[src/rtl/epp_gate_pkg.sv]
package epp_gate_pkg;
  localparam int BUS_W = 32;
  localparam int LANES = BUS_W / 8;
  localparam int IDX_W = $clog2(LANES);

  localparam logic [7:0] CTRL_MASK = 8'h2F;
  localparam logic [7:0] MODE_WR   = 8'h04;
  localparam logic [7:0] MODE_RD   = 8'h24;

  typedef enum logic [1:0] {
    ST_IDLE = 2'd0,
    ST_XFER = 2'd1,
    ST_DONE = 2'd2
  } eng_state_e;

  typedef struct packed {
    logic             fwd;
    logic             addr_cyc;
    logic [IDX_W-1:0] last_idx;
    logic             clr_flag;
  } dec_t;
endpackage

[src/rtl/epp_gate_decode.sv]
module epp_gate_decode
  import epp_gate_pkg::*;
#(
  parameter int ADDR_W = 11
) (
  input  logic [ADDR_W-1:0] addr_i,
  input  logic              we_i,
  input  logic [1:0]        size_i,
  input  logic              wbit0_i,
  input  logic [7:0]        ctrl_i,
  input  logic [7:1]        status_i,
  input  logic              flag_i,
  output dec_t              dec_o,
  output logic [BUS_W-1:0]  local_rdata_o
);
  logic [2:0] off;
  logic       in_std;
  logic       mode_ok;

  assign off     = addr_i[2:0];
  assign in_std  = (addr_i[ADDR_W-1:3] == '0);
  assign mode_ok = ((ctrl_i & CTRL_MASK) == (we_i ? MODE_WR : MODE_RD));

  always_comb begin
    dec_o         = '0;
    local_rdata_o = '1;
    if (in_std) begin
      unique case (off)
        3'd1: begin
          local_rdata_o  = {{(BUS_W-8){1'b1}}, status_i, flag_i};
          dec_o.clr_flag = we_i & wbit0_i;
        end
        3'd3: begin
          dec_o.fwd      = mode_ok;
          dec_o.addr_cyc = 1'b1;
        end
        3'd4: begin
          dec_o.fwd = mode_ok;
          unique case (size_i)
            2'd0:    dec_o.last_idx = IDX_W'(0);
            2'd1:    dec_o.last_idx = IDX_W'(1);
            default: dec_o.last_idx = IDX_W'(LANES - 1);
          endcase
        end
        default: ;
      endcase
    end
  end
endmodule

[src/rtl/epp_gate_flag.sv]
module epp_gate_flag (
  input  logic clk_i,
  input  logic rst_ni,
  input  logic set_i,
  input  logic clr_i,
  output logic flag_o
);
  always_ff @(posedge clk_i or negedge rst_ni) begin
    if (!rst_ni)    flag_o <= 1'b0;
    else if (set_i) flag_o <= 1'b1;
    else if (clr_i) flag_o <= 1'b0;
  end

  // flag only rises after a peripheral error
  a_r6_set_cause: assert property (@(posedge clk_i) disable iff (!rst_ni)
    $rose(flag_o) |-> $past(set_i));
  // flag only falls after a clearing status write
  a_r7_clear_cause: assert property (@(posedge clk_i) disable iff (!rst_ni)
    $fell(flag_o) |-> $past(clr_i));
endmodule

[src/rtl/epp_gate_engine.sv]
module epp_gate_engine
  import epp_gate_pkg::*;
(
  input  logic             clk_i,
  input  logic             rst_ni,
  input  logic             start_i,
  input  logic             we_i,
  input  logic             fwd_i,
  input  logic             addr_cyc_i,
  input  logic [IDX_W-1:0] last_i,
  input  logic [BUS_W-1:0] wdata_i,
  input  logic [BUS_W-1:0] local_rdata_i,
  output logic             accept_o,
  output logic             err_o,
  output logic             done_o,
  output logic [BUS_W-1:0] rdata_o,
  output logic             per_req_o,
  output logic             per_we_o,
  output logic             per_addr_o,
  output logic [7:0]       per_wdata_o,
  input  logic             per_ack_i,
  input  logic             per_err_i,
  input  logic [7:0]       per_rdata_i
);
  eng_state_e       state_q;
  logic [IDX_W-1:0] idx_q, last_q;
  logic [BUS_W-1:0] wbuf_q, rdata_q;
  logic             we_q, addr_q;

  assign accept_o    = start_i && (state_q == ST_IDLE);
  assign per_req_o   = (state_q == ST_XFER);
  assign per_we_o    = we_q;
  assign per_addr_o  = addr_q;
  assign per_wdata_o = wbuf_q[{idx_q, 3'b000} +: 8];
  assign err_o       = per_req_o && per_ack_i && per_err_i;
  assign done_o      = (state_q == ST_DONE);
  assign rdata_o     = rdata_q;

  always_ff @(posedge clk_i or negedge rst_ni) begin
    if (!rst_ni) begin
      state_q <= ST_IDLE;
      idx_q   <= '0;
      last_q  <= '0;
      wbuf_q  <= '0;
      rdata_q <= '1;
      we_q    <= 1'b0;
      addr_q  <= 1'b0;
    end else begin
      unique case (state_q)
        ST_IDLE: if (start_i) begin
          if (fwd_i) begin
            we_q    <= we_i;
            addr_q  <= addr_cyc_i;
            wbuf_q  <= wdata_i;
            last_q  <= last_i;
            idx_q   <= '0;
            rdata_q <= '1;
            state_q <= ST_XFER;
          end else begin
            rdata_q <= local_rdata_i;
            state_q <= ST_DONE;
          end
        end
        ST_XFER: if (per_ack_i) begin
          if (per_err_i) begin
            state_q <= ST_DONE;
          end else begin
            if (!we_q) rdata_q[{idx_q, 3'b000} +: 8] <= per_rdata_i;
            if (idx_q == last_q) state_q <= ST_DONE;
            else                 idx_q   <= idx_q + 1'b1;
          end
        end
        default: state_q <= ST_IDLE;
      endcase
    end
  end

  // request and byte held until acknowledged
  a_r5_hold: assert property (@(posedge clk_i) disable iff (!rst_ni)
    per_req_o && !per_ack_i |=> per_req_o && $stable(per_wdata_o)
                               && $stable(per_we_o) && $stable(per_addr_o));
  // an error ends the access at once
  a_r6_stop: assert property (@(posedge clk_i) disable iff (!rst_ni)
    per_req_o && per_ack_i && per_err_i |=> done_o && !per_req_o);
  // completion is a single-cycle pulse
  a_r5_done_pulse: assert property (@(posedge clk_i) disable iff (!rst_ni)
    done_o |=> !done_o);
endmodule

[src/rtl/epp_cycle_gate.sv]
module epp_cycle_gate
  import epp_gate_pkg::*;
#(
  parameter int ADDR_W = 11
) (
  input  logic              clk_i,
  input  logic              rst_ni,
  input  logic              req_i,
  input  logic              we_i,
  input  logic [ADDR_W-1:0] addr_i,
  input  logic [1:0]        size_i,
  input  logic [BUS_W-1:0]  wdata_i,
  input  logic [7:0]        ctrl_i,
  input  logic [7:1]        status_i,
  output logic              done_o,
  output logic [BUS_W-1:0]  rdata_o,
  output logic              per_req_o,
  output logic              per_we_o,
  output logic              per_addr_o,
  output logic [7:0]        per_wdata_o,
  input  logic              per_ack_i,
  input  logic              per_err_i,
  input  logic [7:0]        per_rdata_i
);
  dec_t             dec;
  logic [BUS_W-1:0] local_rdata;
  logic             flag, accept, err;

  epp_gate_decode #(.ADDR_W(ADDR_W)) u_dec (
    .addr_i        (addr_i),
    .we_i          (we_i),
    .size_i        (size_i),
    .wbit0_i       (wdata_i[0]),
    .ctrl_i        (ctrl_i),
    .status_i      (status_i),
    .flag_i        (flag),
    .dec_o         (dec),
    .local_rdata_o (local_rdata)
  );

  epp_gate_engine u_eng (
    .clk_i         (clk_i),
    .rst_ni        (rst_ni),
    .start_i       (req_i),
    .we_i          (we_i),
    .fwd_i         (dec.fwd),
    .addr_cyc_i    (dec.addr_cyc),
    .last_i        (dec.last_idx),
    .wdata_i       (wdata_i),
    .local_rdata_i (local_rdata),
    .accept_o      (accept),
    .err_o         (err),
    .done_o        (done_o),
    .rdata_o       (rdata_o),
    .per_req_o     (per_req_o),
    .per_we_o      (per_we_o),
    .per_addr_o    (per_addr_o),
    .per_wdata_o   (per_wdata_o),
    .per_ack_i     (per_ack_i),
    .per_err_i     (per_err_i),
    .per_rdata_i   (per_rdata_i)
  );

  epp_gate_flag u_flag (
    .clk_i  (clk_i),
    .rst_ni (rst_ni),
    .set_i  (err),
    .clr_i  (accept && dec.clr_flag),
    .flag_o (flag)
  );

  // peripheral traffic only starts from a host request
  a_r1_fwd_from_host: assert property (@(posedge clk_i) disable iff (!rst_ni)
    $rose(per_req_o) |-> $past(req_i));
endmodule

[config.mk]
export PLATFORM = sky130hd
export DESIGN_NAME = epp_cycle_gate
export DESIGN_NICKNAME = d
export VERILOG_FILES = /design/src/rtl/epp_gate_pkg.sv /design/src/rtl/epp_gate_decode.sv /design/src/rtl/epp_gate_flag.sv /design/src/rtl/epp_gate_engine.sv /design/src/rtl/epp_cycle_gate.sv
export SDC_FILE = /design/constraint.sdc
export NUM_CORES = 1
export LEC_CHECK = 0
export ABC_AREA = 1
export BUFFER_PORTS_ARGS = -buffer_cell sky130_fd_sc_hd__clkbuf_2
export CAP_MARGIN = 20
export CORE_UTILIZATION = 50
export DETAILED_ROUTE_END_ITERATION = 10
export PLACE_DENSITY = 0.77
export SYNTH_ARGS = -nofsm -noshare
export SYNTH_HDL_FRONTEND = slang
export SYNTH_HIERARCHICAL = 1
export SYNTH_SLANG_ARGS = --single-unit
[constraint.sdc]
create_clock -name clk_i -period 6.6 [get_ports clk_i]
set_input_delay 0.33 -clock clk_i [delete_from_list [all_inputs] [get_ports clk_i]]
set_output_delay 0.33 -clock clk_i [all_outputs]
set_load 0.02 [all_outputs]
---- Word level (Yosys, flattened, before mapping) ----
Cells that the tools add are included.
word-level totals
  register bits after elaboration ......... 73
  bits of input ports ..................... 74
  output and inout port bits .............. 44
operators by class
  add/sub/neg operators ................... 2
  eq/ne operators ......................... 15
  shift operators ......................... 3
  muxes and demuxes ....................... 30
  bitwise gates (word level) .............. 1
  reductions and logical operators ........ 14
operator list
  kind                                                                    count
  32-bit 2-to-1 mux                                                       6
  32-bit case mux with 2 select lines                                     1
  32-bit bitwise mux                                                      1
  8-bit by 7-bit variable shift with 32-bit output, first input constant  1
  32-bit by 6-bit indexed part select with 8-bit output                   1
  8-bit by 7-bit indexed part select with 32-bit output                   1
  2-bit 2-to-1 mux                                                        11
  2-bit inequality test, second input constant                            6
  2-bit case mux with 2 select lines                                      3
  6-bit by 8-bit == test with 1-bit output                                1
  8-bit zero test                                                         1
  8-bit 2-to-1 mux                                                        1
  5-bit negator with 7-bit output                                         1
  6-bit 2-to-1 mux                                                        1
  3-bit AND reduction                                                     2
  6-bit AND reduction                                                     1
  1-bit 2-to-1 mux                                                        5
  5-bit 2-to-1 mux                                                        1
  5-bit AND reduction                                                     1
  2-bit by 1-bit == test with 1-bit output, second input constant         2
  1-bit logical AND                                                       4
  2-bit zero test                                                         2
  2-bit nonzero test                                                      2
  3-bit by 1-bit == test with 1-bit output, second input constant         1
  other kinds (8)                                                         8

---- Logic depth before layout (Yosys ltp) ----
  depth after elaboration ................. 7
  gate-level depth with buffers ........... 12
  depth with buffers taken out ............ 11

---- Modules after synthesis ----
Netlist, hierarchy kept.
modules (own cells, without submodules)
  module           times used  cells each  area an instance (sq um)  seq. area each (sq um)
  epp_gate_engine  1           542         3972.6                    1841.8
  epp_gate_decode  1           69          415.4                     0.0
  epp_gate_flag    1           5           40.0                      25.0
  epp_cycle_gate   1           2           7.5                       0.0

---- Least setup slack after synthesis ----
OpenSTA, ideal clock, no wires.
  path type ............................... register to register
  from .................................... register u_eng.idx_q[0]
  to ...................................... register u_eng.rdata_q[24] (netlist: u_eng/rdata_o[24])
  data arrival time ....................... 2.045 ns
  slack ................................... 4.494 ns
  cell stages (with the launch flop) ...... 12
  clock period less this slack ............ 2.106 ns
  cells stage by stage .................... dfrtp_1 > buf_2 > clkinv_1 > buf_1 > ha_1 > clkinv_1 > nand2_1 > nor2_1 > nand2_1 > nand2_1 > nand3_1 > nand2_1
on the way
  cells in the longest elaborated chain, start to end .. 7
  elaborated cells between the ends (all ways) .. 8
RTL lines
  what                                                                                                                              RTL line               source
  start: declaration                                                                                                                epp_gate_engine.sv:26  logic [IDX_W-1:0] idx_q, last_q;
  start signal: assignment                                                                                                          epp_gate_engine.sv:70  else idx_q <= idx_q + 1'b1;
  5-bit negator with 7-bit output *                                                                                                 epp_gate_engine.sv:68  if (!we_q) rdata_q[{idx_q, 3'b000} +: 8] <= per_rdata_i;
  8-bit by 7-bit indexed part select with 32-bit output / 8-bit by 7-bit variable shift with 32-bit output (equally long branches)  epp_gate_engine.sv:68
  32-bit bitwise mux *                                                                                                              epp_gate_engine.sv:68
  32-bit 2-to-1 mux *                                                                                                               epp_gate_engine.sv:68
  32-bit 2-to-1 mux *                                                                                                               epp_gate_engine.sv:65  if (per_err_i) begin
  32-bit 2-to-1 mux *                                                                                                               epp_gate_engine.sv:64  ST_XFER: if (per_ack_i) begin
  32-bit case mux with 2 select lines *                                                                                             epp_gate_engine.sv:49  unique case (state_q)
  end signal: assignment                                                                                                            epp_gate_engine.sv:60  rdata_q <= local_rdata_i;
  end signal: indexed assignment                                                                                                    epp_gate_engine.sv:68
  end: declaration                                                                                                                  epp_gate_engine.sv:27  logic [BUS_W-1:0] wbuf_q, rdata_q;
Every way passes the cells marked *; elsewhere a longest branch is shown, timed or not. The select of a mux whose other input is x is not followed.
A chain may end at the register's enable or synchronous reset.

---- Worst setup path in the final report ----
  from .................................... register u_eng.idx_q[0]
  to ...................................... register u_eng.rdata_q[27] (netlist: u_eng/rdata_o[27])
Same word-level chain as after synthesis.

==> out/qor.txt <==
delay of the slowest critical-path stage - 0.98 ns
core area - 0.00838 mm2
vias in the first global route - 4,078
Avg Cell Area, Syn - 7.18 um2
outcome - complete, no violations
Fillers - 784
Main synth FF type - dfrtp_1
DRC errors left - 0
routed wl met2 - 5.48 mm
via count - 4,320
largest net degree at the start of global routing - 74
layout cell share with drive strength beyond 1 - 0.257
DIE AREA - 0.00925 mm2
Chip Width - 96.2 um
Clock transition at path regs - 0.07 ns
starting DRC count in detailed routing - 286
most frequent cells in the layout - 222 x nand2_1, 113 x clkbuf_2, 72 x nand3_1
dpl cells - 812
clock root buffer - clkbuf_8
Crit-path slowest cell - dfrtp_1
Area Growth Syn to Fin - 15.7%
ys async rst share - 1.00
total negative slack - 0 ns
CTS tree - yes
crit-path cells - clkinv_1, ha_1, clkinv_1, nand2_1, nor2_1, nand2_1, nand2_1, nand3_1, nand2_1
endpoints failing setup - 0
# diodes - 0
Final min period - 3.40 ns
flop and latch count out of synthesis - 73
Clock Tree Buf Depth - 2
Met1 Wirelength - 4.77 mm
drt pass-1 iters - 5
Worst Setup Start Kind - flip-flop
total CTS buffers - 9
VDD IR-drop max - 0.000116 V
Setup Buffers After CTS - 0
WL/cell - 13.5 um
first-pass GRT wire length - 18.6 mm
Remaining Overflow, GRT - 0
post-synth top area cell - dfrtp_1
fin nets - 797
Routability Congestion - 0.891
Setup CP Type - reg -> reg
max cap viols - 0
Num Clock Sinks - 73
antenna violations before repair - 0
Leakage Power - 2.79 nW
Finished Layout Cells - 828
starting density of the core - 0.529
Crit path top cell by count - nand2_1
htree depth - 3
Syn. warnings - 6
Port Buffer Count - 114
most common cell after layout, fill and taps aside - nand2_1
Buffers & Inverters on Critical Path - 2
number of distinct library cells after synthesis - 31
hold buffer count at cts - 0
synthesized instance count - 618
worst slew pin tran - 0.968 ns
Area contributors post-synth - dfrtp_1 23%, dfstp_2 19%, nand2_1 19%
pwr dens - 299 mW/mm2
WP data arrival - 3.69 ns
Rel. slew slack - 0.355
Hold Vio Cnt, Final - 0
DRT antenna net count - 0
Post-Syn Area - 0.00444 mm2
final worst slack - 3.20 ns
number of synthesized flops with an enable pin - 0
via-per-instance ratio - 5.22
Yosys top cell area share - 0.231
WL met3 - 689 um
Final Max Slew Viols - 0
CP max FO - 30
row cnt - 33
post-synthesis sequential area ratio - 0.421
family with the most delay on the worst path - flip-flops
FMAX - 0.295 GHz
WL final - 11.2 mm
Place WS - 3.31 ns
post_cts resized - 0
Worst EP required - 6.89 ns
crit end category - flip-flop
overall global routing resource usage - 0.264
HPWL Detailed - 7.99 mm
final period utilization - 0.514
worst min path class - in -> async
Die Ht - 96.2 um
top sig layer - met4
I/O pins - 118
Clock Latency Late Sink - 0.35 ns
Fin Clk Skew - 0.00489 ns
Hold WS - 0.173 ns
RSZ-0062 raised after global routing - false
through the flow:
stage | util | total power [mW] | instance area, um2
finish | 0.612 | 1.54 | 5130
global route | 0.612 | 1.64 | 5130
CTS | 0.612 | 1.55 | 5130
detailed placement | 0.587 | 1.18 | 4920
global placement | 0.587 | 1.17 | 4920
floorplan | - | 1.02 | 4520
Yosys cell counts, types with 2 or more instances:
library cell    n
a21oi_1         3
buf_2           8
buf_4          26
buf_6           4
clkbuf_1       11
clkinv_1        4
dfrtp_1        41
dfstp_2        32
ha_1            5
inv_1          29
inv_2           4
nand2_1       222
nand2_2         6
nand3_1        72
nand3_2         2
nand3b_1        8
nand4_1        13
nor2_1         48
nor2_2          6
o21ai_0        56
o22ai_1         8
layer usage:
layer,track usage,vias up
met5,0,-
met4,0.116,0
met3,0.0482,22
met2,0.444,153
met1,0.331,2001
li1,-,2144
cell type report:
cell class | instances | area (um2) | share of cell area
Tap cell | 105 | 131 | 0.0256
Multi-Input combinational cell | 480 | 2190 | 0.427
Inverter | 37 | 139 | 0.0271
Clock inverter | 2 | 37.5 | 0.00732
Timing Repair Buffer | 117 | 593 | 0.116
Sequential cell | 73 | 1870 | 0.364
Clock buffer | 14 | 173 | 0.0337
flip-flops by register name, summed over array words and instances (netlist names):
signal            count
u_eng/idx_q           2
u_eng/last_q          2
u_eng/per_addr_o      1
u_eng/per_we_o        1
u_eng/rdata_o        32
u_eng/state_q         2
u_eng/wbuf_q         32
u_flag/flag_o         1
power by group:
part | internal, mW | leakage (nW) | switching [mW] | total (mW)
clock network | 0.206 | 0.103 | 0.163 | 0.369
registers | 0.618 | 0.895 | 0.0599 | 0.677
logic | 0.153 | 1.79 | 0.336 | 0.489
path summary, 6_finish.rpt:
path / cells past startpoint / from / to / slack, ns
min in group clk_i: 3 / wdata_i[22] / u_eng/wbuf_q[22]$_DFFE_PN0P_ / 0.20
worst max-delay path: 9 / u_eng/idx_q[0]$_DFFE_PN0P_ / u_eng/rdata_o[27]$_DFFE_PN1P_ / 3.20
worst max register to register: 9 / u_eng/idx_q[0]$_DFFE_PN0P_ / u_eng/rdata_o[27]$_DFFE_PN1P_ / 3.20
worst min register to register: 2 / u_eng/rdata_o[18]$_DFFE_PN1P_ / u_eng/rdata_o[18]$_DFFE_PN1P_ / 0.47
max in group asynchronous: 2 / rst_ni / u_eng/per_addr_o$_DFFE_PN0P_ / 5.80
worst min-delay path: 2 / rst_ni / u_eng/state_q[1]$_DFFE_PN0P_ / 0.17
cells by family (layout without fill, tap and decap cells):
family	count (synthesis)	after routing	share of synthesized area
AOI/OAI and AO/OA	69	69	0.0818
other	1	24	0.000845
buffers and inverters	88	170	0.106
and+or+nand+nor	382	382	0.377
adders and majority gates	5	5	0.0141
DFF	73	73	0.421
No activity file was read; power rests on OpenSTA's default activity.
